<file path="src/rtl/stg_pkg.sv">
package stg_pkg;

  typedef enum logic [1:0] {
    ST_FWD = 2'b00,
    ST_BLK = 2'b01,
    ST_LRN = 2'b10,
    ST_LSN = 2'b11
  } stp_state_e;

  typedef enum logic [1:0] {
    EV_RX  = 2'b00,
    EV_TX  = 2'b01,
    EV_LRN = 2'b10,
    EV_RSV = 2'b11
  } ev_kind_e;

  typedef struct packed {
    logic permit;
    logic drop;
  } verdict_t;

endpackage

</file>
<file path="src/rtl/stg_rst_sync.sv">
module stg_rst_sync #(
  parameter int STAGES = 2
) (
  input  logic clk,
  input  logic rst_ni,
  output logic rst_no
);

  logic [STAGES-1:0] sync_q;
  logic [STAGES-1:0] sync_d;

  always_comb begin
    sync_d = {sync_q[STAGES-2:0], 1'b1};
  end

  always_ff @(posedge clk or negedge rst_ni) begin
    if (!rst_ni) begin
      sync_q <= '0;
    end else begin
      sync_q <= sync_d;
    end
  end

  assign rst_no = sync_q[STAGES-1];

endmodule

</file>
<file path="src/rtl/stg_state_bank.sv">
module stg_state_bank #(
  parameter int NUM_PORTS = 3,
  parameter int PW        = 2
) (
  input  logic                        clk,
  input  logic                        rst_ni,
  input  logic                        wr_en,
  input  logic [PW-1:0]               wr_port,
  input  logic [1:0]                  wr_state,
  output logic [NUM_PORTS-1:0][1:0]   state_q
);
  import stg_pkg::*;

  for (genvar p = 0; p < NUM_PORTS; p++) begin : g_port
    logic       hit;
    logic [1:0] st_d;

    always_comb begin
      hit  = wr_en && (int'(wr_port) == p);
      st_d = hit ? wr_state : state_q[p];
    end

    always_ff @(posedge clk or negedge rst_ni) begin
      if (!rst_ni) begin
        state_q[p] <= ST_FWD;
      end else if (hit) begin
        state_q[p] <= st_d;
      end
    end
  end

endmodule

</file>
<file path="src/rtl/stg_rule.sv">
module stg_rule (
  input  logic                 port_ok,
  input  logic [1:0]           state,
  input  logic [1:0]           kind,
  input  logic                 override,
  output stg_pkg::verdict_t    verdict
);
  import stg_pkg::*;

  logic allow;

  always_comb begin
    allow = 1'b0;
    unique case (ev_kind_e'(kind))
      EV_RX:   allow = (state == ST_FWD) || override;
      EV_TX:   allow = (state == ST_FWD);
      EV_LRN:  allow = (state == ST_FWD) || (state == ST_LRN);
      default: allow = 1'b0;
    endcase
    verdict.permit = port_ok && allow;
    verdict.drop   = !(port_ok && allow);
  end

endmodule

</file>
<file path="src/rtl/stp_port_gate.sv">
module stp_port_gate #(
  parameter int NUM_PORTS = 3,
  localparam int PW = (NUM_PORTS > 1) ? $clog2(NUM_PORTS) : 1
) (
  input  logic          clk,
  input  logic          rst_n,
  input  logic          cfg_we,
  input  logic [PW-1:0] cfg_port,
  input  logic [1:0]    cfg_state,
  input  logic          ev_valid,
  input  logic [PW-1:0] ev_port,
  input  logic [1:0]    ev_kind,
  input  logic          ev_override,
  output logic          dec_valid,
  output logic          dec_permit,
  output logic          dec_drop
);
  import stg_pkg::*;

  logic                      rst_int_n;
  logic [NUM_PORTS-1:0][1:0] state_q;
  logic [1:0]                sel_state;
  logic                      port_ok;
  verdict_t                  rule_v;
  verdict_t                  verdict_d;
  verdict_t                  verdict_q;
  logic                      valid_d;
  logic                      valid_q;

  stg_rst_sync #(.STAGES(2)) u_rst (
    .clk    (clk),
    .rst_ni (rst_n),
    .rst_no (rst_int_n)
  );

  stg_state_bank #(.NUM_PORTS(NUM_PORTS), .PW(PW)) u_bank (
    .clk      (clk),
    .rst_ni   (rst_int_n),
    .wr_en    (cfg_we),
    .wr_port  (cfg_port),
    .wr_state (cfg_state),
    .state_q  (state_q)
  );

  always_comb begin
    port_ok   = (int'(ev_port) < NUM_PORTS);
    sel_state = ST_FWD;
    for (int p = 0; p < NUM_PORTS; p++) begin
      if (int'(ev_port) == p) begin
        sel_state = state_q[p];
      end
    end
  end

  stg_rule u_rule (
    .port_ok  (port_ok),
    .state    (sel_state),
    .kind     (ev_kind),
    .override (ev_override),
    .verdict  (rule_v)
  );

  always_comb begin
    valid_d   = ev_valid;
    verdict_d = ev_valid ? rule_v : '0;
  end

  always_ff @(posedge clk or negedge rst_int_n) begin
    if (!rst_int_n) begin
      valid_q   <= 1'b0;
      verdict_q <= '0;
    end else begin
      valid_q   <= valid_d;
      verdict_q <= verdict_d;
    end
  end

  assign dec_valid  = valid_q;
  assign dec_permit = verdict_q.permit;
  assign dec_drop   = verdict_q.drop;

endmodule

</file>
<file path="config.mk">
export PLATFORM = sky130hd
export DESIGN_NAME = stp_port_gate
export DESIGN_NICKNAME = d
export VERILOG_FILES = /design/src/rtl/stg_pkg.sv /design/src/rtl/stg_rst_sync.sv /design/src/rtl/stg_state_bank.sv /design/src/rtl/stg_rule.sv /design/src/rtl/stp_port_gate.sv
export SDC_FILE = /design/constraint.sdc
export NUM_CORES = 1
export LEC_CHECK = 0
export ABC_CLOCK_PERIOD_IN_PS = 800
export CORE_AREA = 2 2 39 41
export DETAILED_ROUTE_END_ITERATION = 8
export DIE_AREA = 0 0 41 43
export HOLD_SLACK_MARGIN = 0.02
export PLACE_DENSITY = 0.65
export SYNTH_ARGS = -nofsm -noshare
export SYNTH_HDL_FRONTEND = slang
export SYNTH_SLANG_ARGS = --single-unit
export TNS_END_PERCENT = 30
</file>
<file path="constraint.sdc">
create_clock -name clk -period 0.8 [get_ports clk]
set_input_delay 0.16 -clock clk [delete_from_list [all_inputs] [get_ports clk]]
set_output_delay 0.16 -clock clk [all_outputs]
set_load 0.02 [all_outputs]
</file>
; After elaboration in Yosys (flattened, before gate mapping)
; Cells that the tools add are included.
[classes]
magnitude_cmp = 1
n_eq_ne = 7
muxes = 5
reduce_logical = 11
[op_table]
columns = operator, n
row1 = $eq 2x2->1 const B, 6
row2 = $logic_not 2->1, 4
row3 = $mux 2, 4
row4 = $logic_and 1x1->1, 4
row5 = $pmux 1 s3, 1
row6 = $eq 2x1->1 const B, 1
row7 = $logic_or 1x1->1, 2
row8 = $lt 2x2->1 const B, 1
row9 = $logic_not 1->1, 1
[totals]
reg_bits = 11
inputBits = 13
out_inout_bits = 3
word_cells = 31

; Depth between registers and ports, before layout
; Gate-level depths: netlist of the first run.
[logic_depth]
word_depth = 10
ltp_mapped = 3
ltp_nobuf = 3

; Cells and area by module
; Synthesis of the first run repeated with hierarchy kept, for this count alone.
[unflattened]
cells_unflattened = 34
area_unflattened_um2 = 475.5
[modules_own_cells]
columns = module, n_inst, cells_per_inst, area_each_um2, seq_area_each_um2
row1 = stg_state_bank, 1, 15, 245.2, 150.1
row2 = stp_port_gate, 1, 11, 135.1, 75.1
row3 = stg_rst_sync, 1, 3, 53.8, 50.0
row4 = stg_rule, 1, 5, 41.3, 0.0

; Worst setup path before layout of the first run
; Ideal clock, no wire load.
[synth_path]
path_type = flip-flop to flip-flop
start = register u_bank.state_q[0] (netlist bit)
end = register verdict_q, in the netlist dec_permit
setup_ns = 0.120
arrival_time_ns = 1.056
required_ns = 0.680
path_slack_ns = -0.376
path_stages_with_launch = 4
path_buffers = 0
period_less_slack_ns = 1.176
cell_sequence = dfrtp_1 -> or3b_1 -> a22o_1 -> and4_1
[synth_rtl]
columns = element, line
row1 = "start, declared", stg_state_bank.sv:10  ; output logic [NUM_PORTS-1:0][1:0] state_q
row2 = "start signal, assigned by index", stg_state_bank.sv:27  ; state_q[p] <= st_d;
row3 = "end signal, assigned", stp_port_gate.sv:74  ; verdict_q <= verdict_d;
row4 = "end, declared", stp_port_gate.sv:26  ; verdict_t verdict_q;

==> impl_results.html, run 1 <==
<table>
<tr><th>Metric</th><th>Value</th></tr>
<tr><th colspan="2">Outcome</th></tr>
<tr><td>Result of the run</td><td>finished, violations left</td></tr>
<tr><td>Violations in the final reports</td><td>negative setup slack</td></tr>
<tr><th colspan="2">Logic synthesis</th></tr>
<tr><td>Cells after Synth</td><td>33</td></tr>
<tr><td>Netlist Area Pre-Place</td><td>449.2 µm²</td></tr>
<tr><td>Number of unique standard cell types used by synthesis</td><td>15</td></tr>
<tr><td>Average instance area after synthesis</td><td>13.61 µm²</td></tr>
<tr><td>Total of flip-flops plus latches after synthesis</td><td>11</td></tr>
<tr><td>Share of synthesized area occupied by flip-flops and latches</td><td>61.28%</td></tr>
<tr><td>Warning count from the yosys run</td><td>0</td></tr>
<tr><td>Number of nets in the synthesized netlist</td><td>46</td></tr>
<tr><th colspan="2">Routing</th></tr>
<tr><td>Final wirelength</td><td>approximately 800 µm</td></tr>
<tr><td>Total DRC errors in the routed layout</td><td>0</td></tr>
<tr><td>Detailed-route wire length per cell</td><td>11.13 µm</td></tr>
<tr><td>Starting DRT DRC Count</td><td>0</td></tr>
<tr><td>Number of iterations in the first detailed-routing pass</td><td>1</td></tr>
<tr><td>Antenna viol nets, final</td><td>0</td></tr>
<tr><td>Number of vias in the routed layout</td><td>344</td></tr>
<tr><td>Routed vias/inst</td><td>4.778</td></tr>
<tr><th colspan="2">Pwr</th></tr>
<tr><td>Power Density</td><td>roughly 1900 nW/µm²</td></tr>
<tr><td>Leakage power</td><td>0.3020 nW</td></tr>
<tr><td>Largest vdd supply drop</td><td>1120 µV</td></tr>
<tr><td>Power after layout</td><td>1.274 mW</td></tr>
<tr><th colspan="2">CTS</th></tr>
<tr><td>Maximum clock path buffer count</td><td>2</td></tr>
<tr><td>Clock sink count</td><td>11</td></tr>
<tr><td>Clock Latency Late Sink</td><td>260 ps</td></tr>
<tr><td>CTS tree</td><td>built</td></tr>
<tr><td>Clock slew at the register clock pins of the worst setup and hold paths</td><td>60 ps</td></tr>
<tr><td>CTS buffer count</td><td>3</td></tr>
<tr><td>H-tree levels</td><td>1</td></tr>
<tr><td>Count of hold buffers inserted by post-cts repair</td><td>0</td></tr>
<tr><td>Root buf cell</td><td>clkbuf_4</td></tr>
<tr><th colspan="2">Floorplan</th></tr>
<tr><td>Initial standard-cell utilization of the core</td><td>32.46%</td></tr>
<tr><td>Number of top-level pins</td><td>16</td></tr>
<tr><td>Vertical extent of the die</td><td>~43 µm</td></tr>
<tr><td>Core Region</td><td>1384 µm²</td></tr>
<tr><td>Number of placement rows</td><td>14</td></tr>
<tr><td>Die Wd</td><td>just over 40 µm</td></tr>
<tr><td>Die area</td><td>between 1500 and 2000 µm²</td></tr>
<tr><th colspan="2">Timing</th></tr>
<tr><td>Post-route fraction of the period consumed by the critical path</td><td>144.6%</td></tr>
<tr><td>Setup Skew</td><td>around 2.4 ps</td></tr>
<tr><td>Post-layout minimum cycle time</td><td>1157 ps</td></tr>
<tr><td>Setup tns final</td><td>-1071 ps</td></tr>
<tr><td>Fmax</td><td>0.8643 GHz</td></tr>
<tr><td>Slew Viols, Final</td><td>0</td></tr>
<tr><td>Final critical-path setup slack</td><td>-357.1 ps</td></tr>
<tr><td>Number of endpoints failing setup at the final stage</td><td>5</td></tr>
<tr><td>Fin. Hold Viols</td><td>0</td></tr>
<tr><td>Setup repair after global routing missed its margin</td><td>true</td></tr>
<tr><th colspan="2">Setup path</th></tr>
<tr><td>Longest individual stage delay on the worst path</td><td>350 ps</td></tr>
<tr><td>Kind of start point of the critical path</td><td>register</td></tr>
<tr><td>Required time at the worst-slack endpoint</td><td>960 ps</td></tr>
<tr><td>Cell Chain, Critical Path</td><td>or3b_1 &gt; a22o_1 &gt; and4_1</td></tr>
<tr><td>CP endpoint kind</td><td>register</td></tr>
<tr><td>Slowest stage cell on the critical path</td><td>or3b_1</td></tr>
<tr><td>Critical path start-end classification</td><td>register to register</td></tr>
<tr><td>Crit path max fanout</td><td>2</td></tr>
<tr><td>Crit path DAT</td><td>1310 ps</td></tr>
<tr><th colspan="2">Finish</th></tr>
<tr><td>Summed area of non-filler cells in the final layout</td><td>~670 µm²</td></tr>
<tr><td>Seq. cell area</td><td>about 280 µm²</td></tr>
<tr><td>Diode insertion count for antenna repair</td><td>0</td></tr>
<tr><td>Most frequent standard cell in the layout excluding fill and tap cells</td><td>dfrtp_1</td></tr>
<tr><td>Number of filler cells placed in the layout</td><td>approximately 130</td></tr>
<tr><td>Combined area of the multi-input logic cells</td><td>181.4 µm²</td></tr>
<tr><td>Area grow syn2layout</td><td>48.47%</td></tr>
<tr><td>Fraction of final layout cells sized beyond drive strength 1</td><td>39.29%</td></tr>
<tr><td>Number of nets in the layout</td><td>70</td></tr>
<tr><td>Commonest non-fill, non-tap cells in the layout</td><td>dfrtp_1, clkdlybuf4s50_1, mux2_2</td></tr>
<tr><th colspan="2">Place</th></tr>
<tr><td>Placed cell area</td><td>655.6 µm²</td></tr>
<tr><td>Estimated wirelength of the detail-placed design</td><td>between 600 and 700 µm</td></tr>
<tr><td>Count of input and output buffers</td><td>15</td></tr>
<tr><td>Placement-stage worst setup slack</td><td>-727.1 ps</td></tr>
<tr><td>Placer's final routability congestion estimate</td><td>0.6204</td></tr>
<tr><th colspan="2">Flow run</th></tr>
<tr><td>Max-capacitance violation count</td><td>0</td></tr>
<tr><th colspan="2">Global routing</th></tr>
<tr><td>Overall track demand over capacity in global routing</td><td>12.02%</td></tr>
<tr><td>Wire length of the first global-routing pass</td><td>1366 µm</td></tr>
<tr><td>Number of antenna violations at the first check in global routing</td><td>0</td></tr>
<tr><td>Overflow after GRT</td><td>0</td></tr>
<tr><td>Largest net degree at the start of global routing</td><td>10</td></tr>
<tr><td>Vias in the first global route</td><td>329</td></tr>
<tr><th colspan="2">Worst hold path</th></tr>
<tr><td>Worst hold path type</td><td>input pin to async pin</td></tr>
</table>
-- kinds of logic (layout without fill, tap and decap cells) --
family | Yosys count | count (layout) | synth area share, %
AO/OA/AOI/OAI | 5 | 5 | 8.916
buffers and inverters | 1 | 24 | 0.8349
flip-flops | 11 | 11 | 61.28
multiplexers | 6 | 6 | 15.04
other | 1 | 1 | 0.8349
AND/OR/NAND/NOR | 9 | 9 | 13.09
-- cells in the mapped netlist (all sizes together) --
master	instances	area, µm²
a221o	1	11.26
a22o	1	8.760
a22oi	1	7.510
a31oi	1	6.260
and4	1	8.760
conb	1	3.750
dfrtp	11	275.3
inv	1	3.750
mux2	6	67.56
nand2	1	3.750
nand3b	2	15.01
nor2	2	7.510
nor3b	2	15.01
o22ai	1	6.260
or3b	1	8.760
-- timing repair --
item                       in CTS  in global routing
gates cloned                    0                  0
gates resized for setup        21                  7
setup endpoints to repair      11                  7
buffers inserted                0                  0
pin swaps                       1                  0
-- state kept, by name, summed over array words and instances (netlist names) --
| register | cells |
|---|---|
| dec_valid | 1 |
| dec_drop | 1 |
| dec_permit | 1 |
| u_bank.state_q | 6 |
| u_rst.sync_q | 2 |
-- per-stage QoR --
stage                     cells  hold WS, ps  utilization, %
after floorplan              33       -135.6               -
after global placement       68        153.9           47.38
after detailed placement     68        158.0           47.38
after CTS                    72        47.49           48.64
after global routing         72        47.90           48.19
final                        72        49.58           48.19
-- per-layer routing --
layer  track usage (%)  vias up  wire, µm
li1                  -      167         -
met1             14.14      163       322
met2             17.19       10       395
met3             6.283        4        62
met4             6.000        0        21
met5                 0        -         0
-- final timing paths --
kind	slack (ps)	start	cells past startpoint	endpoint
setup reg to reg	-360	u_bank.state_q[0]$_DFFE_PN0P_	3	dec_permit$_DFF_PN0_
hold / removal	50	rst_n	1	u_rst.sync_q[0]$_DFF_PN0_
max in group asynchronous	380	u_rst.sync_q[1]$_DFF_PN0_	0	u_bank.state_q[5]$_DFFE_PN0P_
setup / recovery	-360	u_bank.state_q[0]$_DFFE_PN0P_	3	dec_permit$_DFF_PN0_
hold reg to reg	150	u_rst.sync_q[1]$_DFF_PN0_	0	u_bank.state_q[2]$_DFFE_PN0P_
min in group clk	310	cfg_we	3	u_bank.state_q[2]$_DFFE_PN0P_
-- report_power, final --
part | internal [mW] | total [mW] | switching [mW]
Combinational | 0.156 | 0.239 | 0.0835
Clock | 0.193 | 0.361 | 0.168
Sequential | 0.631 | 0.674 | 0.0424
Total | 0.980 | 1.27 | 0.294
-- worst max-delay path, delay by kind of cell (launching register included) --
family / cells / cell delay, ps
AO/OA/AOI/OAI: 1 / 220
flip-flops: 1 / 340
AND/OR/NAND/NOR: 2 / 500
-- final cells by class --
cell class | instances | area share, %
inverter | 1 | 0.5629
clock buffer | 4 | 3.940
sequential | 11 | 41.28
multi-input combinational | 21 | 27.20
tap | 16 | 3.002
timing repair buffer | 19 | 24.02
Note: power is estimated with default switching activity, not from simulation.
==> inputs of run 2 (changes only) <==
DONT_BUFFER_PORTS = 1   (was unset)
PLACE_DENSITY = unset   (was 0.65)
==> run 2 against run 1 <==
- the flow still finishes with violations (negative setup slack)
- count of clock-buffer cells in the layout is the same
- combinational power shrank 29%
- clock skew is essentially flat
- sequential power grew 3.3%
- via count shrank 8.1%
- maximum frequency shrank 1.6%
- critical path type unchanged
==> impl_results.html, run 2 (same netlist as run 1, synthesis figures left out) <==
<table>
<tr><th>Metric</th><th>Value</th></tr>
<tr><th colspan="2">Routing</th></tr>
<tr><td>Detailed-route wire length per cell</td><td>14.59 µm</td></tr>
<tr><td>Antenna viol nets, final</td><td>0</td></tr>
<tr><td>Routed vias/inst</td><td>5.356</td></tr>
<tr><td>Number of vias in the routed layout</td><td>316</td></tr>
<tr><td>Number of iterations in the first detailed-routing pass</td><td>1</td></tr>
<tr><td>Starting DRT DRC Count</td><td>0</td></tr>
<tr><td>Total DRC errors in the routed layout</td><td>0</td></tr>
<tr><td>Final wirelength</td><td>between 800 and 900 µm</td></tr>
<tr><th colspan="2">Finish</th></tr>
<tr><td>Regs by FF count</td><td>u_bank.state_q: 6 flops, u_rst.sync_q: 2 flops</td></tr>
<tr><td>Diode insertion count for antenna repair</td><td>0</td></tr>
<tr><td>Most frequent standard cell in the layout excluding fill and tap cells</td><td>dfrtp_1</td></tr>
<tr><td>Most flop-heavy register</td><td>u_bank.state_q</td></tr>
<tr><td>Non-filler cells, final</td><td>59</td></tr>
<tr><td>Commonest non-fill, non-tap cells in the layout</td><td>dfrtp_1, mux2_2, clkbuf_4, dlygate4sd3_1, buf_4</td></tr>
<tr><td>Fraction of final layout cells sized beyond drive strength 1</td><td>approximately 37%</td></tr>
<tr><td>Area grow syn2layout</td><td>23.96%</td></tr>
<tr><td>Number of flip-flops under the largest register name</td><td>6</td></tr>
<tr><td>Core utilization of the finished layout</td><td>40.24%</td></tr>
<tr><td>Number of nets in the layout</td><td>57</td></tr>
<tr><th colspan="2">Floorplan</th></tr>
<tr><td>Vertical extent of the die</td><td>roughly 43 µm</td></tr>
<tr><td>Initial standard-cell utilization of the core</td><td>32.46%</td></tr>
<tr><td>Die area</td><td>1763 µm²</td></tr>
<tr><td>Number of top-level pins</td><td>16</td></tr>
<tr><td>Core Region</td><td>1384 µm²</td></tr>
<tr><td>Die Wd</td><td>slightly above 40 µm</td></tr>
<tr><td>Number of placement rows</td><td>14</td></tr>
<tr><th colspan="2">Timing</th></tr>
<tr><td>Setup repair after global routing missed its margin</td><td>true</td></tr>
<tr><td>Post-layout minimum cycle time</td><td>1176 ps</td></tr>
<tr><td>Number of endpoints failing setup at the final stage</td><td>6</td></tr>
<tr><td>Fin. Hold Viols</td><td>0</td></tr>
<tr><td>Fmax</td><td>0.8503 GHz</td></tr>
<tr><td>Post-route fraction of the period consumed by the critical path</td><td>147.0%</td></tr>
<tr><td>Slew Viols, Final</td><td>0</td></tr>
<tr><td>Hold WS</td><td>45.91 ps</td></tr>
<tr><td>Final critical-path setup slack</td><td>-376.0 ps</td></tr>
<tr><td>Setup Skew</td><td>2.324 ps</td></tr>
<tr><th colspan="2">Place</th></tr>
<tr><td>Count of input and output buffers</td><td>0</td></tr>
<tr><td>Estimated wirelength of the detail-placed design</td><td>696.6 µm</td></tr>
<tr><td>Placed cell count</td><td>51</td></tr>
<tr><td>Placer's final routability congestion estimate</td><td>0.6858</td></tr>
<tr><th colspan="2">Pwr</th></tr>
<tr><td>Power Density</td><td>2205 nW/µm²</td></tr>
<tr><td>Switching power share of the total</td><td>22.95%</td></tr>
<tr><td>Power after layout</td><td>roughly 1.2 mW</td></tr>
<tr><td>Share of power burned in the clock network</td><td>29.5%</td></tr>
<tr><td>Share of power burned in combinational logic</td><td>13.8%</td></tr>
<tr><td>Leakage power</td><td>0.2382 nW</td></tr>
<tr><td>Reported net switching power</td><td>between 0.2 and 0.3 mW</td></tr>
<tr><td>Seq pwr share</td><td>56.7%</td></tr>
<tr><td>Cell internal power dissipation</td><td>approximately 0.95 mW</td></tr>
<tr><td>Largest vdd supply drop</td><td>601.1 µV</td></tr>
<tr><th colspan="2">Global routing</th></tr>
<tr><td>Vias in the first global route</td><td>341</td></tr>
<tr><td>Routing layer with the top usage in global route</td><td>met2</td></tr>
<tr><td>Number of antenna violations at the first check in global routing</td><td>0</td></tr>
<tr><td>Met3 track utilization from global routing</td><td>6.283%</td></tr>
<tr><td>Overall track demand over capacity in global routing</td><td>11.84%</td></tr>
<tr><td>M1 GR Usage</td><td>9.241%</td></tr>
<tr><td>Met2 demand-to-capacity share in global routing</td><td>20.31%</td></tr>
<tr><td>Wire length of the first global-routing pass</td><td>1331 µm</td></tr>
<tr><td>Overflow after GRT</td><td>0</td></tr>
<tr><td>Largest net degree at the start of global routing</td><td>10</td></tr>
<tr><th colspan="2">CTS</th></tr>
<tr><td>H-tree levels</td><td>1</td></tr>
<tr><td>Root buf cell</td><td>clkbuf_4</td></tr>
<tr><td>CTS tree</td><td>built</td></tr>
<tr><td>Maximum clock path buffer count</td><td>2</td></tr>
<tr><td>CTS buffer count</td><td>3</td></tr>
<tr><td>Clock slew at the register clock pins of the worst setup and hold paths</td><td>roughly 70 ps</td></tr>
<tr><td>Clock sink count</td><td>11</td></tr>
<tr><td>Clock Latency Late Sink</td><td>between 200 and 300 ps</td></tr>
<tr><th colspan="2">Outcome</th></tr>
<tr><td>Violations in the final reports</td><td>negative setup slack</td></tr>
<tr><td>Result of the run</td><td>finished, violations left</td></tr>
<tr><th colspan="2">Setup path</th></tr>
<tr><td>Slowest stage cell on the critical path</td><td>or3b_1</td></tr>
<tr><td>Longest individual stage delay on the worst path</td><td>350 ps</td></tr>
<tr><td>Crit path DAT</td><td>1330 ps</td></tr>
<tr><td>Cell Chain, Critical Path</td><td>or3b_1 &gt; a22o_1 &gt; and4_1</td></tr>
<tr><td>CP endpoint kind</td><td>register</td></tr>
<tr><td>Critical path start-end classification</td><td>register to register</td></tr>
<tr><td>Required time at the worst-slack endpoint</td><td>950 ps</td></tr>
<tr><td>Crit path max fanout</td><td>2</td></tr>
<tr><td>Kind of start point of the critical path</td><td>register</td></tr>
<tr><th colspan="2">Flow run</th></tr>
<tr><td>Max-capacitance violation count</td><td>0</td></tr>
<tr><th colspan="2">Worst hold path</th></tr>
<tr><td>Worst hold path type</td><td>input pin to register</td></tr>
</table>
## run 2: stage by stage
step	area, µm²	TNS (ps)	setup slack [ps]
3_3_place_gp	490.5	-886.6	-317.5
4_1_cts	538.0	-1007	-373.2
3_5_place_dp	490.5	-963.1	-362.1
6_report	556.8	-1088	-376.0
5_1_grt	556.8	-1345	-425.9
2_1_floorplan	455.4	-780.7	-306.7
## run 2: area by class of cell
| cell class | instances | area (µm²) |
|---|---|---|
| fill | 136 | 827.0 |
| sequential | 11 | 277.8 |
| multi-input combinational | 21 | 176.4 |
| timing repair buffer | 6 | 52.55 |
| clock buffer | 4 | 26.28 |
| tap | 16 | 20.02 |
| inverter | 1 | 3.754 |
## run 2: per-layer routing
metal,wire length [µm],up-vias
met1,294,162
met5,0,-
met4,7,0
met3,73,2
met2,486,11
li1,-,141
## run 2: power groups by stage
stage	clock network [mW]	registers (mW)	logic [mW]
final	0.363	0.696	0.169
after global routing	0.423	0.706	0.186
after CTS	0.384	0.696	0.152
after detailed placement	0	0.706	0.143
after global placement	0	0.700	0.137
after floorplan	0	0.687	0.114
## run 2: critical path: cells and delay by family, from the launching register on
family / cells / cell delay, ps
AOI/OAI and AO/OA: 1 / 230
DFF: 1 / 340
and+or+nand+nor: 2 / 500
## run 2: path summary, 6_finish.rpt
check                                              start                             to  slack [ps]  cells after the start
min                                         cfg_state[1]  u_bank.state_q[3]$_DFFE_PN0P_          50                      1
max                        u_bank.state_q[0]$_DFFE_PN0P_           dec_permit$_DFF_PN0_        -380                      3
max reg2reg                u_bank.state_q[0]$_DFFE_PN0P_           dec_permit$_DFF_PN0_        -380                      3
min reg2reg                    u_rst.sync_q[1]$_DFF_PN0_           dec_permit$_DFF_PN0_         140                      0
min in group asynchronous                          rst_n      u_rst.sync_q[0]$_DFF_PN0_         130                      1
max in group asynchronous      u_rst.sync_q[1]$_DFF_PN0_            dec_valid$_DFF_PN0_         370                      0
## run 2: timing repair
action | CTS | global route
hold endpoints to repair | 4 | 1
buffers inserted | 0 | 1
endpoints found under the setup margin | 6 | 6
resized for setup | 1 | 1
hold buffers | 2 | 1
==> inputs of run 3 (changes only) <==
CORE_AREA = 10 10 47 49   (was 2 2 39 41)
DIE_AREA = 0 0 57 59   (was 0 0 41 43)
==> run 3 against run 2 <==
- the run still ends with negative setup slack left
- critical path depth unchanged
- highest routed layer unchanged
- via count decreased by 4.7%
- clock power grew 5.5%
- first-iteration DRC count is 6 higher
- sequential cell count did not move
- maximum frequency increased by 2.3%
- count of clock-buffer cells in the layout is the same
- critical endpoint unchanged
==> impl_results.html, run 3 (same netlist as run 1, synthesis figures left out) <==
<table>
<tr><th>Metric</th><th>Value</th></tr>
<tr><th colspan="2">Outcome</th></tr>
<tr><td>Result of the run</td><td>finished, violations left</td></tr>
<tr><td>Violations in the final reports</td><td>negative setup slack</td></tr>
<tr><th colspan="2">Setup path</th></tr>
<tr><td>Required time at the worst-slack endpoint</td><td>approximately 1000 ps</td></tr>
<tr><td>Category of cells accounting for the largest share of critical-path delay</td><td>compound AO/OA/AOI/OAI gates</td></tr>
<tr><td>Cell Chain, Critical Path</td><td>a221o_2 &gt; o22ai_2 &gt; and4_1</td></tr>
<tr><td>CP endpoint kind</td><td>register</td></tr>
<tr><td>Longest individual stage delay on the worst path</td><td>between 300 and 400 ps</td></tr>
<tr><td>Reg-to-reg critical path startpoint</td><td>u_bank.state_q[3]$_DFFE_PN0P_</td></tr>
<tr><td>Stages on worst setup path</td><td>3</td></tr>
<tr><td>Terminus of the critical flop-to-flop path</td><td>dec_permit$_DFF_PN0_</td></tr>
<tr><td>Crit path max fanout</td><td>2</td></tr>
<tr><td>Worst-case register-to-register setup slack</td><td>-350 ps</td></tr>
<tr><td>Crit path buf inv count</td><td>0</td></tr>
<tr><td>Critical path start-end classification</td><td>register to register</td></tr>
<tr><td>Worst r2r path cells</td><td>3</td></tr>
<tr><td>Kind of start point of the critical path</td><td>register</td></tr>
<tr><td>Worst setup path end</td><td>dec_permit$_DFF_PN0_</td></tr>
<tr><td>Start point of the critical path</td><td>u_bank.state_q[3]$_DFFE_PN0P_</td></tr>
<tr><td>Slowest stage cell on the critical path</td><td>dfrtp_1</td></tr>
<tr><td>Crit path DAT</td><td>around 1400 ps</td></tr>
<tr><th colspan="2">Finish</th></tr>
<tr><td>Diode insertion count for antenna repair</td><td>0</td></tr>
<tr><td>Regs by FF count</td><td>u_bank.state_q: 6 flops, u_rst.sync_q: 2 flops</td></tr>
<tr><td>Number of filler cells placed in the layout</td><td>roughly 140</td></tr>
<tr><td>Non-filler cells, final</td><td>57</td></tr>
<tr><td>Most frequent standard cell in the layout excluding fill and tap cells</td><td>dfrtp_1</td></tr>
<tr><td>Commonest non-fill, non-tap cells in the layout</td><td>dfrtp_1, mux2_2, clkbuf_4, dlygate4sd3_1</td></tr>
<tr><td>Fraction of final layout cells sized beyond drive strength 1</td><td>31.71%</td></tr>
<tr><td>Summed area of non-filler cells in the final layout</td><td>approximately 540 µm²</td></tr>
<tr><td>Number of nets in the layout</td><td>55</td></tr>
<tr><td>Number of flip-flops under the largest register name</td><td>6</td></tr>
<tr><td>Most flop-heavy register</td><td>u_bank.state_q</td></tr>
<tr><td>Area grow syn2layout</td><td>20.33%</td></tr>
<tr><th colspan="2">Routing</th></tr>
<tr><td>Final wirelength</td><td>927 µm</td></tr>
<tr><td>Routed vias/inst</td><td>5.281</td></tr>
<tr><td>Number of iterations in the first detailed-routing pass</td><td>3</td></tr>
<tr><td>Total DRC errors in the routed layout</td><td>0</td></tr>
<tr><td>Starting DRT DRC Count</td><td>6</td></tr>
<tr><td>Detailed-route wire length per cell</td><td>16.26 µm</td></tr>
<tr><td>Number of vias in the routed layout</td><td>approximately 300</td></tr>
<tr><td>Antenna viol nets, final</td><td>0</td></tr>
<tr><th colspan="2">Global routing</th></tr>
<tr><td>Overflow after GRT</td><td>0</td></tr>
<tr><td>Number of antenna violations at the first check in global routing</td><td>0</td></tr>
<tr><td>Largest net degree at the start of global routing</td><td>10</td></tr>
<tr><td>Overall track demand over capacity in global routing</td><td>5.803%</td></tr>
<tr><td>Wire length of the first global-routing pass</td><td>1414 µm</td></tr>
<tr><td>Vias in the first global route</td><td>318</td></tr>
<tr><th colspan="2">Place</th></tr>
<tr><td>Placer's final routability congestion estimate</td><td>0.8004</td></tr>
<tr><td>Placed cell area</td><td>483.0 µm²</td></tr>
<tr><td>Estimated wirelength of the detail-placed design</td><td>764.3 µm</td></tr>
<tr><td>Count of input and output buffers</td><td>0</td></tr>
<tr><td>Placed cell count</td><td>50</td></tr>
<tr><th colspan="2">CTS</th></tr>
<tr><td>Root buf cell</td><td>clkbuf_4</td></tr>
<tr><td>H-tree levels</td><td>1</td></tr>
<tr><td>Maximum clock path buffer count</td><td>2</td></tr>
<tr><td>Setup fix buffers added after clock tree synthesis</td><td>0</td></tr>
<tr><td>CTS tree</td><td>built</td></tr>
<tr><td>Clock Latency Late Sink</td><td>270 ps</td></tr>
<tr><td>Clock slew at the register clock pins of the worst setup and hold paths</td><td>70 ps</td></tr>
<tr><td>Clock sink count</td><td>11</td></tr>
<tr><td>CTS buffer count</td><td>3</td></tr>
<tr><th colspan="2">Timing</th></tr>
<tr><td>Post-layout minimum cycle time</td><td>1149 ps</td></tr>
<tr><td>Fin. Hold Viols</td><td>0</td></tr>
<tr><td>Slew Viols, Final</td><td>0</td></tr>
<tr><td>Number of endpoints failing setup at the final stage</td><td>7</td></tr>
<tr><td>Final critical-path setup slack</td><td>-349.5 ps</td></tr>
<tr><td>Fmax</td><td>0.8700 GHz</td></tr>
<tr><td>Post-route fraction of the period consumed by the critical path</td><td>143.7%</td></tr>
<tr><td>Setup repair after global routing missed its margin</td><td>true</td></tr>
<tr><td>Setup Skew</td><td>2.192 ps</td></tr>
<tr><th colspan="2">Floorplan</th></tr>
<tr><td>Number of top-level pins</td><td>16</td></tr>
<tr><td>Initial standard-cell utilization of the core</td><td>32.05%</td></tr>
<tr><td>Vertical extent of the die</td><td>59 µm</td></tr>
<tr><td>Core Region</td><td>1401 µm²</td></tr>
<tr><td>Die area</td><td>between 3000 and 4000 µm²</td></tr>
<tr><td>Die Wd</td><td>57 µm</td></tr>
<tr><td>Number of placement rows</td><td>14</td></tr>
<tr><th colspan="2">Pwr</th></tr>
<tr><td>Largest vdd supply drop</td><td>810.3 µV</td></tr>
<tr><td>Power Density</td><td>2250 nW/µm²</td></tr>
<tr><td>Leakage power</td><td>0.2296 nW</td></tr>
<tr><td>Power after layout</td><td>1.216 mW</td></tr>
<tr><th colspan="2">Worst hold path</th></tr>
<tr><td>Worst hold path type</td><td>input pin to register</td></tr>
<tr><th colspan="2">Flow run</th></tr>
<tr><td>Max-capacitance violation count</td><td>0</td></tr>
</table>
-- run 3: cell type report --
type                       instances  area (µm²)  area share [%]
sequential                        11       276.5           51.16
multi-input combinational         21       176.4           32.64
timing repair buffer               4       37.54           6.944
clock buffer                       4       26.28           4.861
tap                               16       20.02           3.704
inverter                           1       3.754          0.6944
-- run 3: per-stage QoR --
| stage | worst slack [ps] | util [%] | setup TNS (ps) | hold slack (ps) |
|---|---|---|---|---|
| after floorplan | -306.7 | - | -780.7 | -135.6 |
| after global placement | -320.7 | 34.46 | -881.5 | -135.5 |
| after detailed placement | -344.2 | 34.46 | -906.0 | -135.5 |
| after CTS | -359.7 | 37.86 | -969.8 | 31.36 |
| after global routing | -387.9 | 38.57 | -1109 | 20.56 |
| final | -349.5 | 38.57 | -928.2 | 36.54 |
-- run 3: where the power goes --
group | internal (mW) | switching (mW)
Sequential | 0.632 | 0.0600
Clock | 0.193 | 0.190
Combinational | 0.0981 | 0.0435
Total | 0.923 | 0.293
-- run 3: worst min path at each step --
stage | start | to | cells past startpoint
4_1_cts | cfg_state[0] | u_bank.state_q[0]$_DFFE_PN0P_ | 1
3_3_place_gp | rst_n | u_rst.sync_q[1]$_DFF_PN0_ | 0
6_report | cfg_state[0] | u_bank.state_q[0]$_DFFE_PN0P_ | 1
3_5_place_dp | rst_n | u_rst.sync_q[1]$_DFF_PN0_ | 0
5_1_grt | cfg_state[0] | u_bank.state_q[0]$_DFFE_PN0P_ | 1
2_1_floorplan | rst_n | u_rst.sync_q[0]$_DFF_PN0_ | 0
-- run 3: what timing repair did --
action | 4_1_cts | 5_1_grt
resized for setup | 1 | 0
hold buffers | 2 | 1
pin swaps | 1 | 1
setup endpoints to repair | 5 | 5
hold endpoints to repair | 4 | 2
-- run 3: per-layer routing --
metal	track usage [%]	vias up	wire length, µm
met5	0	-	0
met4	6.040	0	37
met3	4.506	5	86
met2	9.767	10	499
met1	3.780	151	303
li1	-	135	-
